--- src/rtl/tsense_regfile.sv ---
module tsense_regfile #(
  parameter logic [6:0] VENDOR_BANK  = 7'h00,
  parameter logic [6:0] VENDOR_ID    = 7'h2C,
  parameter logic [1:0] REV_MAJOR_M1 = 2'd0,
  parameter logic [2:0] REV_MINOR_M1 = 3'd1
) (
  input  logic        clk,
  input  logic        rst_n,
  input  logic [7:0]  addr,
  input  logic        wr_en,
  input  logic [7:0]  wr_data,
  input  logic        rd_en,
  output logic [7:0]  rd_data,
  output logic        rd_valid,
  input  logic        smp_valid,
  input  logic [10:0] smp_temp
);
  localparam logic [7:0] A_TYPE0 = 8'h00, A_TYPE1 = 8'h01, A_REV = 8'h02;
  localparam logic [7:0] A_BANK = 8'h03, A_VID = 8'h04, A_CAP = 8'h05;
  localparam logic [7:0] A_CLR = 8'h13, A_ECLR = 8'h14, A_CFG = 8'h1A;
  localparam logic [7:0] A_THR = 8'h1C, A_THR_END = 8'h23;
  localparam logic [7:0] A_TLO = 8'h31, A_THI = 8'h32, A_STAT = 8'h33;
  localparam int NTHR = 4;

  logic signed [10:0] thr_q [NTHR];
  logic signed [10:0] temp_q;
  logic [3:0]  status_q;
  logic        dis_q;

  logic        thr_hit, take, clr_hit;
  logic [7:0]  toff;
  logic [1:0]  tidx;
  logic [3:0]  set_mask, clr_mask;
  logic [7:0]  rd_mux;
  logic signed [10:0] smp_s;

  assign smp_s   = smp_temp;
  assign toff    = addr - A_THR;
  assign tidx    = toff[2:1];
  assign thr_hit = (addr >= A_THR) && (addr <= A_THR_END);
  assign take    = smp_valid && !dis_q;
  assign clr_hit = wr_en && (addr == A_CLR);
  assign clr_mask = clr_hit ? wr_data[3:0] : 4'h0;
  assign set_mask = take ? {smp_s < thr_q[3], smp_s > thr_q[2],
                            smp_s < thr_q[1], smp_s > thr_q[0]} : 4'h0;

  function automatic logic [7:0] lo_byte(input logic [10:0] v);
    return {v[5:0], 2'b00};
  endfunction
  function automatic logic [7:0] hi_byte(input logic [10:0] v);
    return {3'b000, v[10:6]};
  endfunction

  always_comb begin
    rd_mux = 8'h00;
    if (thr_hit) begin
      rd_mux = addr[0] ? hi_byte(thr_q[tidx]) : lo_byte(thr_q[tidx]);
    end else begin
      case (addr)
        A_TYPE0: rd_mux = 8'h51;
        A_TYPE1: rd_mux = 8'h18;
        A_REV:   rd_mux = {2'b00, REV_MAJOR_M1, REV_MINOR_M1, 1'b0};
        A_BANK:  rd_mux = {~^VENDOR_BANK, VENDOR_BANK};
        A_VID:   rd_mux = {~^VENDOR_ID, VENDOR_ID};
        A_CAP:   rd_mux = 8'h02;
        A_CFG:   rd_mux = {7'b0, dis_q};
        A_TLO:   rd_mux = lo_byte(temp_q);
        A_THI:   rd_mux = hi_byte(temp_q);
        A_STAT:  rd_mux = {4'b0, status_q};
        default: rd_mux = 8'h00;
      endcase
    end
  end

  always_ff @(posedge clk or negedge rst_n) begin
    if (!rst_n) begin
      for (int i = 0; i < NTHR; i++) thr_q[i] <= '0;
      temp_q   <= '0;
      status_q <= '0;
      dis_q    <= 1'b0;
      rd_data  <= '0;
      rd_valid <= 1'b0;
    end else begin
      if (wr_en && thr_hit) begin
        if (addr[0]) thr_q[tidx][10:6] <= wr_data[4:0];
        else         thr_q[tidx][5:0]  <= wr_data[7:2];
      end
      if (wr_en && addr == A_CFG) dis_q <= wr_data[0];
      if (take) temp_q <= smp_s;
      status_q <= (status_q & ~clr_mask) | set_mask;
      rd_valid <= rd_en;
      if (rd_en) rd_data <= rd_mux;
    end
  end
endmodule


--- config.mk ---
export PLATFORM = sky130hd
export DESIGN_NAME = tsense_regfile
export DESIGN_NICKNAME = d
export VERILOG_FILES = /design/src/rtl/tsense_regfile.sv
export SDC_FILE = /design/constraint.sdc
export NUM_CORES = 1
export LEC_CHECK = 0
export ABC_AREA = 1
export BUFFER_PORTS_ARGS = -buffer_cell sky130_fd_sc_hd__buf_2
export CORE_MARGIN = 1.5
export CORE_UTILIZATION = 40
export CTS_CLUSTER_SIZE = 20
export DETAILED_ROUTE_END_ITERATION = 10
export PLACE_DENSITY = 0.59
export SETUP_SLACK_MARGIN = 0.4
export SYNTH_ARGS = -nofsm -noshare
export SYNTH_HDL_FRONTEND = slang
export SYNTH_SLANG_ARGS = --single-unit
--- constraint.sdc ---
create_clock -name clk -period 1.7 [get_ports clk]
set_input_delay 0.34 -clock clk [delete_from_list [all_inputs] [get_ports clk]]
set_output_delay 0.34 -clock clk [all_outputs]
set_load 0.1 [all_outputs]
==> flow_summary.json, run 1 <==
{
  "io_pins": 41,
  "synthToLayoutAreaGrowth_pct": 35.4,
  "grt_start_max_net_pins": 70,
  "crit_top_cell": "nand2_1",
  "grtUsageTotal_pct": 25.6,
  "io_buffers": 40,
  "grt-ovfl-total": 0,
  "drt_pass1_iterations": 6,
  "multi_input_area_mm2": 0.00305,
  "post_drt_wl_per_cell_um": 17.2,
  "grt_first_pass_wirelength_mm": 24.5,
  "core_mm2": 0.0116,
  "dieHeight_um": 113,
  "clkSinkCount": 69,
  "rsz0062_at_grt": "true",
  "start_util_pct": 41.6,
  "path_buf_inv": 3,
  "totalWireLength_mm": 15.9,
  "register_area_mm2": 0.00173,
  "r2r_end": "status_q[2]$_DFF_PN0_",
  "syn-num-nets": 753,
  "fin_worst_skew_ns": 0.00905,
  "drive_above_1_share_pct": 32.1,
  "relSlewSlack_pct": 74.5,
  "hold_buffers": 0,
  "viasPerCell": 5.23,
  "synth.distinct_cells": 25,
  "final_common_cell": "nand2_1",
  "path_clk_slew_ns": 0.06,
  "r2r_start": "thr_q[13]$_DFFE_PN0P_",
  "total_power_mw": 4.40,
  "drc": 0,
  "ir_worst_vdd_uv": 362,
  "ys_seq_elements": 69,
  "htreeDepth": 3,
  "antenna_found_initial": 0,
  "dpl_cell_area_mm2": 0.00544,
  "die-area_mm2": 0.0127,
  "fin_crit_ns": 1.52,
  "synthCells": 679,
  "critPathKind": "flop to flop",
  "cp-start-kind": "flop",
  "report.final.hold_viol_count": 0,
  "worstMarginPinSlew_ns": 0.383,
  "synth_area_mm2": 0.00481,
  "layout_common_cells": "190 x nand2_1, 75 x inv_1, 69 x nand3_1, 69 x dfrtp_1, 53 x buf_4",
  "cp_cell_sequence": "inv_2 -> ha_4 -> nand2_2 -> nor2_2 -> nor2_4 -> buf_6 -> inv_1 -> nand2_1 -> nand3_1 -> nand2_1 -> nand3_1 -> nand2_1",
  "fin_area_mm2": 0.00651,
  "dpl.hpwl_mm": 11.4,
  "diodes": 0,
  "max-cap-violations": 0,
  "worst_setup_path_end_kind": "flop",
  "ff2ff_setup_slack_ns": 0.18,
  "cts_tree": "done",
  "final.fill_count": 1084,
  "hold_class": "input pin to asynchronous set/reset pin",
  "setup_violations": 0,
  "first_iter_violations": 311,
  "fin_nets": 851,
  "post-route-period-util_pct": 89.2,
  "yosysWarnings": 0,
  "ys_seq_area_share_pct": 35.9,
  "p_leak_nw": 3.29,
  "num_vias": 4826,
  "slowest_delay_ns": 0.36,
  "fin_cells": 923,
  "placedCellCount": 877,
  "antenna_left": 0,
  "cpMaxStageDelayCell": "dfrtp_1",
  "slew_viol_final": 0,
  "syn_avg_cell_area_um2": 7.08,
  "cp_max_fo": 3,
  "cpLargestDelayFamily": "simple AND/OR/NAND/NOR gates",
  "cp.arrival_ns": 1.74,
  "reg2regPathDepth": 12,
  "gp_congestion": 0.921,
  "fmax_mhz": 659,
  "powerDensity_mw_per_mm2": 676,
  "root_buffer": "clkbuf_16",
  "die_w_um": 113,
  "grt_pass1_vias": 4738,
  "cts_made_buffers": 9,
  "required_ns": 1.93,
  "insertion_delay_ns": 0.34,
  "rows": 39,
  "status": "finished, final reports clean",
  "clockBufferDepth": 2
}
-- report_power, final --
group	switching, mW	leakage, nW	total (mW)	internal (mW)
combinational	0.592	2.31	0.963	0.371
clock	0.709	0.125	1.67	0.964
sequential	0.0486	0.856	1.76	1.72
total	1.35	3.29	4.40	3.05
-- worst max-delay path by stage --
| stage | startpoint | cells after the start | slack, ns | endpoint |
|---|---|---|---|---|
| floorplan | thr_q[19]$_DFFE_PN0P_ | 9 | 0.37 | status_q[2]$_DFF_PN0_ |
| global placement | addr[2] | 9 | -0.005 | rd_data[5]$_DFFE_PN0P_ |
| detailed placement | addr[2] | 7 | -0.01 | thr_q[38]$_DFFE_PN0P_ |
| CTS | thr_q[43]$_DFFE_PN0P_ | 10 | 0.21 | status_q[0]$_DFF_PN0_ |
| global route | thr_q[13]$_DFFE_PN0P_ | 11 | 0.1 | status_q[2]$_DFF_PN0_ |
| finish | thr_q[13]$_DFFE_PN0P_ | 12 | 0.18 | status_q[2]$_DFF_PN0_ |
-- metrics by stage --
| step | hold WS (ns) | util, % | setup slack, ns | TNS (ns) |
|---|---|---|---|---|
| 2_1_floorplan | 0.0444 | - | 0.375 | 0 |
| 3_3_place_gp | 0.399 | 47.0 | -0.00542 | -0.00542 |
| 3_5_place_dp | 0.397 | 47.0 | -0.00959 | -0.0282 |
| 4_1_cts | 0.0405 | 52.1 | 0.214 | 0 |
| 5_1_grt | 0.0666 | 56.3 | 0.0967 | 0 |
| 6_report | 0.0145 | 56.3 | 0.183 | 0 |
-- repair_timing --
action	in CTS	in global routing
setup endpoints to repair	53	59
cloned	0	2
pin swaps	20	38
setup buffers	13	17
hold endpoints to repair	0	0
gates resized for setup	60	86
-- worst reg2reg max path: cells and delay by family, from the launching register on --
family	cells	cell delay, ns
fa+ha+maj	1	0.28
buf+inv	3	0.22
flops	1	0.36
simple gates	8	0.55
-- logic make-up (layout without fill, tap and decap cells) --
logic type	Yosys count	in the layout	share of synthesized area (%)
compound gates	65	65	7.86
buf+inv	122	223	10.9
flops	69	69	35.9
fa+ha+maj	42	42	10.9
simple gates	381	381	34.4
-- state kept, by name, summed over array words and instances, names as in the netlist --
signal,count
temp_q,11
rd_data,8
dis_q,1
thr_q,44
status_q,4
rd_valid,1
-- Yosys cell counts --
library cell | count | share of area, %
a21o_1 | 3 | 0.47
a21oi_1 | 24 | 2.5
and2_1 | 3 | 0.39
buf_2 | 11 | 1.1
buf_4 | 4 | 0.62
buf_6 | 5 | 1.2
clkbuf_1 | 1 | 0.078
clkinv_1 | 1 | 0.078
dfrtp_1 | 69 | 36
ha_1 | 42 | 11
inv_1 | 94 | 7.3
inv_2 | 6 | 0.47
nand2_1 | 216 | 17
nand2_2 | 11 | 1.4
nand3_1 | 77 | 8.0
nand3_2 | 1 | 0.21
nand3b_1 | 1 | 0.16
nand4_1 | 11 | 1.4
nand4_4 | 2 | 0.88
nor2_1 | 55 | 4.3
nor2_2 | 2 | 0.26
nor2_4 | 2 | 0.47
o21ai_0 | 24 | 2.5
o21ai_1 | 2 | 0.21
o21ai_2 | 12 | 2.2
-- final cells by class --
| class | instances | area share (%) |
|---|---|---|
| clock inverters | 3 | 0.231 |
| repair inverters | 1 | 0.0769 |
| well taps | 143 | 2.75 |
| multi-input cells | 488 | 46.9 |
| flip-flops and latches | 69 | 26.5 |
| clock buffers | 11 | 3.57 |
| repair buffers | 107 | 13.6 |
| inverters | 101 | 6.36 |
-- metal layers --
metal	track usage (%)	vias up	part of all wire, %
li1	-	2347	-
met1	34.2	2291	45
met2	40.5	154	47
met3	3.73	34	4.5
met4	12.8	0	4.0
met5	0	-	0
Power figures use the tool's default switching activity.
==> run 2, diff against run 1 <==
Settings changed: CORE_UTILIZATION 40 to 50, CTS_CLUSTER_DIAMETER set to 30, PLACE_DENSITY 0.59 to 0.71, SETUP_SLACK_MARGIN 0.4 to 0.05.
==> flow_summary.json, run 2 (synthesized netlist as in run 1, its figures left out) <==
{
  "cpMaxStageDelayCell": "dfrtp_1",
  "powerDensity_mw_per_mm2": 700,
  "first_iter_violations": 344,
  "largest_register_ffs": 44,
  "power_frac_seq_pct": 44.8,
  "dieHeight_um": 101,
  "critPathKind": "flop to flop",
  "antenna_found_initial": 0,
  "gp_congestion": 1.03,
  "hold_class": "input pin to asynchronous set/reset pin",
  "cp_cell_sequence": "inv_1 -> ha_1 -> nand2_1 -> inv_1 -> a21o_1 -> nor2_1 -> nand3_1 -> nand3_1 -> nand2_1",
  "p_clk_share_pct": 36.4,
  "grt_start_max_net_pins": 70,
  "final_common_cell": "nand2_1",
  "power_switching_mw": 1.24,
  "ir_worst_vdd_uv": 425,
  "placedCellCount": 865,
  "synthToLayoutAreaGrowth_pct": 16.7,
  "fin_worst_skew_ns": 0.0122,
  "core_mm2": 0.00928,
  "sw_frac_of_total_pct": 31.6,
  "die-area_mm2": 0.0102,
  "fin_crit_ns": 1.56,
  "final_util_pct": 60.5,
  "io_buffers": 40,
  "io_pins": 41,
  "fin_setup_tns_ns": 0,
  "power.internal_mw": 2.69,
  "reg_top3": "thr_q: 44 flops, temp_q: 11 flops, rd_data: 8 flops",
  "regMostFlops": "thr_q",
  "grt_first_pass_wirelength_mm": 21.9,
  "drc": 0,
  "cp.arrival_ns": 1.80,
  "cpLargestDelayFamily": "simple AND/OR/NAND/NOR gates",
  "report.final.hold_viol_count": 9,
  "slew_viol_final": 0,
  "drive_above_1_share_pct": 18.6,
  "total_power_mw": 3.93,
  "slowest_delay_ns": 0.39,
  "dpl.hpwl_mm": 10.5,
  "cts_made_buffers": 9,
  "insertion_delay_ns": 0.36,
  "clockBufferDepth": 2,
  "cp_max_fo": 3,
  "rows": 35,
  "fmax_mhz": 642,
  "max-cap-violations": 0,
  "die_w_um": 101,
  "fin_cells": 882,
  "layout_common_cells": "215 x nand2_1, 93 x inv_1, 77 x nand3_1, 69 x dfrtp_1, 51 x nor2_1",
  "start_util_pct": 51.8,
  "path_clk_slew_ns": 0.09,
  "post_drt_wl_per_cell_um": 15.6,
  "combPwrFrac_pct": 18.9,
  "required_ns": 1.95,
  "num_vias": 4626,
  "worstMarginPinSlew_ns": 0.486,
  "rsz0062_at_grt": "true",
  "root_buffer": "clkbuf_8",
  "antenna_left": 0,
  "drt_pass1_iterations": 5,
  "worst_setup_path_end_kind": "flop",
  "hold_buffers": 0,
  "totalWireLength_mm": 13.8,
  "status": "finished, violations left",
  "fin_nets": 822,
  "cp-start-kind": "flop",
  "post-route-period-util_pct": 91.6,
  "cts_tree": "done",
  "viasPerCell": 5.24,
  "diodes": 0,
  "grt_pass1_vias": 4469,
  "htreeDepth": 3,
  "timing.hold.ws_ns": -0.0145,
  "clkSinkCount": 69,
  "relSlewSlack_pct": 67.8,
  "path_buf_inv": 2,
  "p_leak_nw": 2.99,
  "setup_violations": 0,
  "grtUsageTotal_pct": 28.5,
  "violations": "negative hold slack",
  "grt-ovfl-total": 0
}
run 2: area by class of cell:
class | count | area [µm²]
Clock buffer | 11 | 141
Clock inverter | 5 | 58.8
Fill cell | 885 | 3670
Inverter | 101 | 379
Multi-Input combinational cell | 488 | 2620
Sequential cell | 69 | 1730
Tap cell | 129 | 161
Timing Repair Buffer | 79 | 531
run 2: worst paths after layout:
| kind | start | endpoint | slack [ns] | depth (start not counted) |
|---|---|---|---|---|
| hold reg to reg | rd_data[7]$_DFFE_PN0P_ | rd_data[7]$_DFFE_PN0P_ | 0.48 | 2 |
| setup reg to reg | thr_q[21]$_DFFE_PN0P_ | status_q[2]$_DFF_PN0_ | 0.14 | 9 |
| max in group asynchronous | rst_n | thr_q[21]$_DFFE_PN0P_ | 1.39 | 2 |
| setup / recovery | thr_q[21]$_DFFE_PN0P_ | status_q[2]$_DFF_PN0_ | 0.14 | 9 |
| min in group clk | rd_en | rd_valid$_DFF_PN0_ | 0.20 | 1 |
| hold / removal | rst_n | temp_q[2]$_DFFE_PN0P_ | -0.01 | 2 |
run 2: metal layers:
metal	global-route usage [%]	share of wire, %	wire length (µm)	vias to the layer above
li1	-	-	-	2285
met2	46.2	46	6340	157
met5	0	0	0	-
met4	11.0	3.1	432	0
met1	37.8	45	6230	2151
met3	5.20	5.7	787	33
run 2: power by group through the flow:
stage	clock network, mW	logic [mW]	registers (mW)
2_1_floorplan	0	0.382	1.82
3_3_place_gp	0	0.688	1.79
3_5_place_dp	0	0.708	1.79
4_1_cts	1.44	0.714	1.76
5_1_grt	1.50	0.833	1.77
6_report	1.43	0.741	1.76
run 2: metrics by stage:
stage | hold slack (ns) | setup slack (ns) | area, µm²
2_1_floorplan | 0.0444 | 0.317 | 4810
3_3_place_gp | 0.394 | -0.0176 | 5350
3_5_place_dp | 0.397 | -0.0464 | 5350
4_1_cts | 0.00339 | 0.0750 | 5550
5_1_grt | 0.0152 | 0.0344 | 5610
6_report | -0.0145 | 0.142 | 5610
run 2: timing repair:
| item | in CTS | in global routing |
|---|---|---|
| pin swaps | 0 | 1 |
| setup buffers | 0 | 1 |
| gates resized for setup | 1 | 10 |
| endpoints found under the setup margin | 1 | 4 |
==> run 3, diff against run 2 <==
Settings changed: CORE_MARGIN 1.5 to unset.
==> flow_summary.json, run 3 (synthesized netlist as in run 1, its figures left out) <==
{
  "status": "finished, violations left",
  "violations": "negative hold slack",
  "r2r_end": "status_q[2]$_DFF_PN0_",
  "power_switching_mw": 1.25,
  "max-cap-violations": 0,
  "critPathLaunch": "thr_q[17]$_DFFE_PN0P_",
  "fin_worst_skew_ns": 0.0122,
  "largest_register_ffs": 44,
  "cpMaxStageDelayCell": "dfrtp_1",
  "fin_area_mm2": 0.00563,
  "register_area_mm2": 0.00173,
  "slowest_delay_ns": 0.40,
  "io_pins": 41,
  "cts_made_buffers": 9,
  "cp-start-kind": "flop",
  "antenna_left": 0,
  "regMostFlops": "thr_q",
  "r2r_start": "thr_q[17]$_DFFE_PN0P_",
  "viasPerCell": 5.32,
  "clockBufferDepth": 2,
  "final_common_cell": "nand2_1",
  "post_drt_wl_per_cell_um": 15.8,
  "hold_buffers": 0,
  "fin_setup_tns_ns": 0,
  "report.final.hold_viol_count": 17,
  "clkSinkCount": 69,
  "dpl_cell_area_mm2": 0.00533,
  "combPwrFrac_pct": 18.6,
  "p_leak_nw": 3.00,
  "setup_violations": 0,
  "required_ns": 1.95,
  "drc": 0,
  "powerDensity_mw_per_mm2": 719,
  "first_iter_violations": 270,
  "power.internal_mw": 2.80,
  "slew_viol_final": 0,
  "totalWireLength_mm": 13.9,
  "fin_nets": 820,
  "p_clk_share_pct": 37.9,
  "sw_frac_of_total_pct": 30.8,
  "placedCellCount": 862,
  "cp_max_fo": 3,
  "io_buffers": 40,
  "ir_worst_vdd_uv": 444,
  "insertion_delay_ns": 0.36,
  "final_util_pct": 60.7,
  "final.fill_count": 920,
  "drt_pass1_iterations": 7,
  "num_vias": 4682,
  "root_buffer": "clkbuf_8",
  "core_mm2": 0.00928,
  "path_clk_slew_ns": 0.08,
  "cts_tree": "done",
  "diodes": 0,
  "fin_cells": 880,
  "crit_path_end": "status_q[2]$_DFF_PN0_",
  "synthToLayoutAreaGrowth_pct": 17.1,
  "cp.arrival_ns": 1.83,
  "worst_setup_path_end_kind": "flop",
  "dieHeight_um": 100,
  "gp_congestion": 0.968,
  "reg2regPathDepth": 11,
  "grt_pass1_vias": 4468,
  "fmax_mhz": 631,
  "dpl.hpwl_mm": 10.7,
  "timing.hold.ws_ns": -0.0222,
  "cp_cell_sequence": "inv_1 -> ha_1 -> nand2_1 -> nor2_2 -> nand2_2 -> inv_1 -> nand2_1 -> nand3_1 -> nand2_1 -> nand3_1 -> nand2_1",
  "die_w_um": 100,
  "hold_class": "input pin to asynchronous set/reset pin",
  "power_frac_seq_pct": 43.5,
  "rsz0062_at_grt": "false",
  "rows": 35,
  "fin_crit_ns": 1.59,
  "worstMarginPinSlew_ns": 0.489,
  "post-route-period-util_pct": 93.3,
  "layout_common_cells": "214 x nand2_1, 94 x inv_1, 77 x nand3_1, 69 x dfrtp_1, 48 x nor2_1",
  "reg_top3": "thr_q: 44 flops, temp_q: 11 flops, rd_data: 8 flops",
  "relSlewSlack_pct": 67.6,
  "die-area_mm2": 0.0100,
  "drive_above_1_share_pct": 18.9,
  "critPathKind": "flop to flop",
  "crit_top_cell": "nand2_1",
  "htreeDepth": 3,
  "grt_first_pass_wirelength_mm": 22.5,
  "antenna_found_initial": 0,
  "start_util_pct": 51.8,
  "grt-ovfl-total": 0,
  "grt_start_max_net_pins": 70,
  "grtUsageTotal_pct": 29.8,
  "multi_input_area_mm2": 0.00263,
  "ff2ff_setup_slack_ns": 0.11
}
-- run 3: cell types whose count changed in the layout (fill, tap and decap cells not counted), moves of 2 or more --
cell | previous run | this run
nor2_1 | 51 | 48
clkinvlp_4 | 2 | 0
nor2_2 | 5 | 7
buf_4 | 36 | 34
-- run 3: area by class of cell --
cell class | count | area share (%)
clock inverters | 7 | 1.71
well taps | 129 | 2.87
multi-input cells | 488 | 46.7
inverters | 101 | 6.73
clock buffers | 9 | 2.20
repair buffers | 77 | 9.15
flip-flops and latches | 69 | 30.7
-- run 3: repair_timing --
item | in CTS | in global routing
gates resized for setup | 4 | 12
cloned | 0 | 0
setup endpoints to repair | 3 | 4
buffers inserted | 0 | 2
pin swaps | 0 | 4
-- run 3: per-layer routing --
| layer | vias up | wire length [µm] | share of wire, % | track usage (%) |
|---|---|---|---|---|
| met4 | 0 | 687 | 5.0 | 16.1 |
| met3 | 51 | 893 | 6.4 | 5.57 |
| li1 | 2286 | - | - | - |
| met1 | 2147 | 6000 | 43 | 38.6 |
| met2 | 198 | 6280 | 45 | 47.2 |
| met5 | - | 0 | 0 | 0 |
-- run 3: worst max-delay path, delay by kind of cell, from the launching register on --
family	cells	cell delay, ns
simple gates	8	0.66
flops	1	0.40
fa+ha+maj	1	0.30
buf+inv	2	0.12
-- run 3: how the worst min path moves through the flow --
stage / slack [ns] / endpoint / cells past startpoint / start
after CTS: 0.003 / temp_q[2]$_DFFE_PN0P_ / 2 / rst_n
after global routing: 0.02 / temp_q[2]$_DFFE_PN0P_ / 2 / rst_n
after floorplan: 0.04 / dis_q$_DFFE_PN0P_ / 0 / rst_n
after global placement: 0.40 / dis_q$_DFFE_PN0P_ / 2 / rst_n
after detailed placement: 0.40 / dis_q$_DFFE_PN0P_ / 2 / rst_n
final: -0.02 / temp_q[2]$_DFFE_PN0P_ / 2 / rst_n
-- run 3: power groups by stage --
stage | Combinational, mW | Sequential [mW] | Clock (mW)
2_1_floorplan | 0.382 | 1.82 | 0
3_3_place_gp | 0.686 | 1.79 | 0
3_5_place_dp | 0.710 | 1.79 | 0
4_1_cts | 0.723 | 1.76 | 1.56
5_1_grt | 0.835 | 1.77 | 1.65
6_report | 0.752 | 1.76 | 1.54
-- run 3: stage by stage --
stage	hold WS [ns]	power (mW)	setup WS [ns]
finish	-0.0222	4.05	0.114
global route	0.0184	4.25	0.0321
CTS	0.00317	4.05	0.0570
detailed placement	0.398	2.50	-0.159
global placement	0.396	2.48	-0.105
floorplan	0.0444	2.20	0.317
